`config.mk`:
```
export PLATFORM = sky130hd
export DESIGN_NAME = boot_map_ctrl
export DESIGN_NICKNAME = d
export VERILOG_FILES = /design/src/rtl/boot_map_ctrl.sv
export SDC_FILE = /design/constraint.sdc
export NUM_CORES = 1
export LEC_CHECK = 0
export BUFFER_PORTS_ARGS = -buffer_cell sky130_fd_sc_hd__buf_2
export CAP_MARGIN = 10
export CORE_ASPECT_RATIO = 0.6
export CORE_UTILIZATION = 34
export DETAILED_ROUTE_END_ITERATION = 10
export PLACE_DENSITY = 0.79
export SYNTH_ARGS = -nofsm -noshare
export SYNTH_HDL_FRONTEND = slang
export SYNTH_SLANG_ARGS = --single-unit
```
`constraint.sdc`:
```
create_clock -name clk -period 1.7 [get_ports clk]
set_input_delay 0.17 -clock clk [delete_from_list [all_inputs] [get_ports clk]]
set_output_delay 0.17 -clock clk [all_outputs]
set_load 0.01 [all_outputs]
```
`src/rtl/boot_map_ctrl.sv`:
```
module boot_map_ctrl #(
  parameter int ADDR_W  = 16,
  parameter int BOOT_AW = 10,
  parameter int STAT_W  = 8,
  parameter int VEC_W   = 8
) (
  input  logic              clk,
  input  logic              rst_n,
  input  logic [STAT_W-1:0] boot_stat,
  input  logic [VEC_W-1:0]  boot_vec,
  input  logic              force_boot,
  input  logic              ovl_wr,
  input  logic              ovl_keep,
  input  logic [ADDR_W-1:0] fetch_addr,
  output logic [ADDR_W-1:0] start_pc,
  output logic              entered_boot,
  output logic              boot_sel,
  output logic [BOOT_AW-1:0] boot_addr,
  output logic [ADDR_W-1:0] user_addr
);
  localparam int LOW_W = ADDR_W - VEC_W;

  logic taken;
  logic ovl_en;
  logic go_vec;

  assign go_vec = force_boot || (boot_stat != '0);

  always_ff @(posedge clk or negedge rst_n) begin
    if (!rst_n) begin
      taken        <= 1'b0;
      start_pc     <= '0;
      entered_boot <= 1'b0;
    end else if (!taken) begin
      taken        <= 1'b1;
      entered_boot <= go_vec;
      start_pc     <= go_vec ? {boot_vec, {LOW_W{1'b0}}} : '0;
    end
  end

  always_ff @(posedge clk or negedge rst_n) begin
    if (!rst_n)                 ovl_en <= 1'b1;
    else if (ovl_wr && !ovl_keep) ovl_en <= 1'b0;
  end

  assign boot_sel  = ovl_en && (&fetch_addr[ADDR_W-1:BOOT_AW]);
  assign boot_addr = fetch_addr[BOOT_AW-1:0];
  assign user_addr = fetch_addr;
endmodule


```
==> flow_metrics.py <==
metrics = {
    "status": {
        "status": "finished, final reports clean",
    },
    "synth": {
        "synth.avg_cell_area_um2": 10.3,
        "syn-cell-area_um2": 766,
        "synthCells": 74,
        "postSynthRegisterBits": 11,
        "ys.warnings.count": 0,
        "yosys.cell_types.count": 14,
        "ys_seq_area_share_pct": 36.1,
    },
    "global_routing": {
        "use_met1_pct": 12.3,
        "grt_pass1_wl_mm": 2.04,
        "grt_antenna_before_repair": 0,
        "grt_util_met2_pct": 19.6,
        "track_usage_pct": 11.3,
        "use_met3_pct": 5.00,
        "grt_max_degree": 12,
        "grt.busiest_layer": "met2",
        "grt_pass1_vias": 499,
        "grt_overflow": 0,
    },
    "place": {
        "port_buffers": 42,
        "dp_slack_ns": 0.494,
        "gp_congestion": 0.678,
        "dp_hpwl_mm": 1.11,
        "placed_cells": 117,
    },
    "job": {
        "cap_viol_max_count": 0,
    },
    "worst_setup_path": {
        "cp_max_fo": 2,
        "critPathRequiredTime_ns": 1.53,
        "start_kind": "flip-flop",
        "cp_cell_sequence": "nand4_1 > nor2_1 > buf_2",
        "critPathArrivalTime_ns": 1.12,
        "crit_start": "ovl_en",
        "rr_startpoint": "taken",
        "worstSetupPathType": "reg2out",
        "slowest_stage": "dfstp_2",
        "ff2ff_setup_slack_ns": 0.49,
        "max_stage_delay_ns": 0.52,
        "setup.worst_path.end_class": "output port",
    },
    "cts": {
        "clkTransAtPathRegs_ns": 0.05,
        "cts_tree": "done",
        "cts-buffers-inserted": 3,
        "cts_hold_buf": 1,
        "cts_sinks": 11,
        "clock_latency_ns": 0.24,
        "cts_max_level": 1,
        "postCtsSetupBuffers": 0,
        "clockBufferDepth": 2,
        "cts-root-buf": "clkbuf_8",
        "cts.repair.resized": 0,
    },
    "sta": {
        "finalSetupTns_ns": 0,
        "report.final.slew_viol_count": 0,
        "hold_viol": 0,
        "max_freq_mhz": 778,
        "rsz0062_at_grt": "no",
        "min_period_ns": 1.29,
        "setup_ws_ns": 0.414,
        "finalSetupViolCount": 0,
        "relSlewSlack_pct": 62.4,
        "worst_clock_skew_ns": 0.00212,
        "worst_hold_slack_ns": 0.0733,
        "tightest_slew_ns": 0.562,
        "min_period_over_period_pct": 75.6,
    },
    "cells_and_area": {
        "drive_gt1_share_pct": 52.1,
        "n_antenna_cell": 0,
        "area_growth_pct": 8.82,
        "nets": 132,
        "utilization_pct": 42.0,
        "layoutNonFillerInstCount": 122,
    },
    "route": {
        "dr.pass1.iters": 4,
        "avgRoutedWirePerCell_um": 11.3,
        "viasPerCell": 4.25,
        "routed_wl_mm": 1.38,
        "drc_errors": 0,
        "drt_iter0_markers": 14,
        "ant_nets": 0,
        "vias": 518,
    },
    "pwr": {
        "ir_drop_uv": 380,
        "p_per_area_mw_per_mm2": 826,
        "leakage_nw": 0.435,
    },
    "die": {
        "boundaryPins": 81,
        "rows": 12,
        "core-area_mm2": 0.00198,
        "initial_core_util_pct": 38.6,
        "die_y_um": 38.8,
        "fp.dieW_um": 63.3,
        "dieArea_mm2": 0.00245,
    },
    "worst_hold_path": {
        "hold_path_class": "in2reg",
        "min_from": "ovl_wr",
    },
}
==> routing by layer <==
| layer | up-vias | wire (µm) |
|---|---|---|
| li1 | 249 | - |
| met4 | 0 | 0 |
| met5 | - | 0 |
| met2 | 29 | 662 |
| met3 | 0 | 124 |
| met1 | 240 | 589 |
==> cells in the mapped netlist <==
library cell,count,area [µm²]
buf_4,34,255
dfrtp_1,10,250
a31oi_1,8,50.1
mux2i_1,8,80.1
conb_1,2,7.51
inv_1,2,7.51
nor2_1,2,7.51
nor4_4,2,42.5
a21boi_0,1,7.51
a32oi_1,1,8.76
buf_6,1,11.3
dfstp_2,1,26.3
nand3_1,1,5.00
nand4_1,1,6.26
==> path summary, 6_finish.rpt <==
check                               endpoint  cells past startpoint
worst max-delay path                boot_sel                      3
worst min-delay path                  ovl_en                      2
worst max register to register  entered_boot                      2
worst min register to register        ovl_en                      1
max in group asynchronous             ovl_en                      2
min in group asynchronous       start_pc[12]                      2
==> critical path: cells and delay by family, from the launching register on <==
| kind | cells | cell delay [ns] |
|---|---|---|
| flip-flops | 1 | 0.52 |
| buffers and inverters | 1 | 0.14 |
| AND/OR/NAND/NOR | 2 | 0.22 |
==> per-stage QoR <==
stage | power [mW] | area, µm²
6_report | 0.689 | 833
3_5_place_dp | 0.431 | 778
3_3_place_gp | 0.427 | 778
5_1_grt | 0.730 | 833
2_1_floorplan | 0.430 | 792
4_1_cts | 0.702 | 833
==> cells by family after synthesis <==
group                  share of synthesized area (%)
other                                          0.981
AND/OR/NAND/NOR                                 8.01
AO/OA/AOI/OAI                                   8.66
multiplexers                                    10.5
flip-flops                                      36.1
buffers and inverters                           35.8
==> area by class of cell <==
type / count / area [µm²]
Clock buffer: 4 / 45.0
Tap cell: 28 / 35.0
Multi-Input combinational cell: 33 / 241
Inverter: 2 / 7.51
Sequential cell: 11 / 277
Timing Repair Buffer: 44 / 228
Fill cell: 213 / 1150
==> registers in the layout, indices dropped and copies added (netlist names) <==
register,flops
entered_boot,1
start_pc,8
taken,1
ovl_en,1
==> power by group <==
part,internal (mW),switching [mW]
clock,0.165,0.0977
sequential,0.283,0.00967
combinational,0.0615,0.0721
total,0.509,0.179
==> cells in the final DEF (no fill, tap or decap) <==
cell,count
dfstp_2,1
dfrtp_1,10
nand4_1,1
a31oi_1,8
clkbuf_8,3
mux2i_1,8
conb_1,9
nor2_1,2
a32oi_1,1
buf_4,1
nand3_1,1
dlygate4sd3_1,1
a21boi_0,1
clkbuf_1,1
buf_2,42
inv_1,2
nor4_4,2
Note: power is estimated with default switching activity, not from simulation.
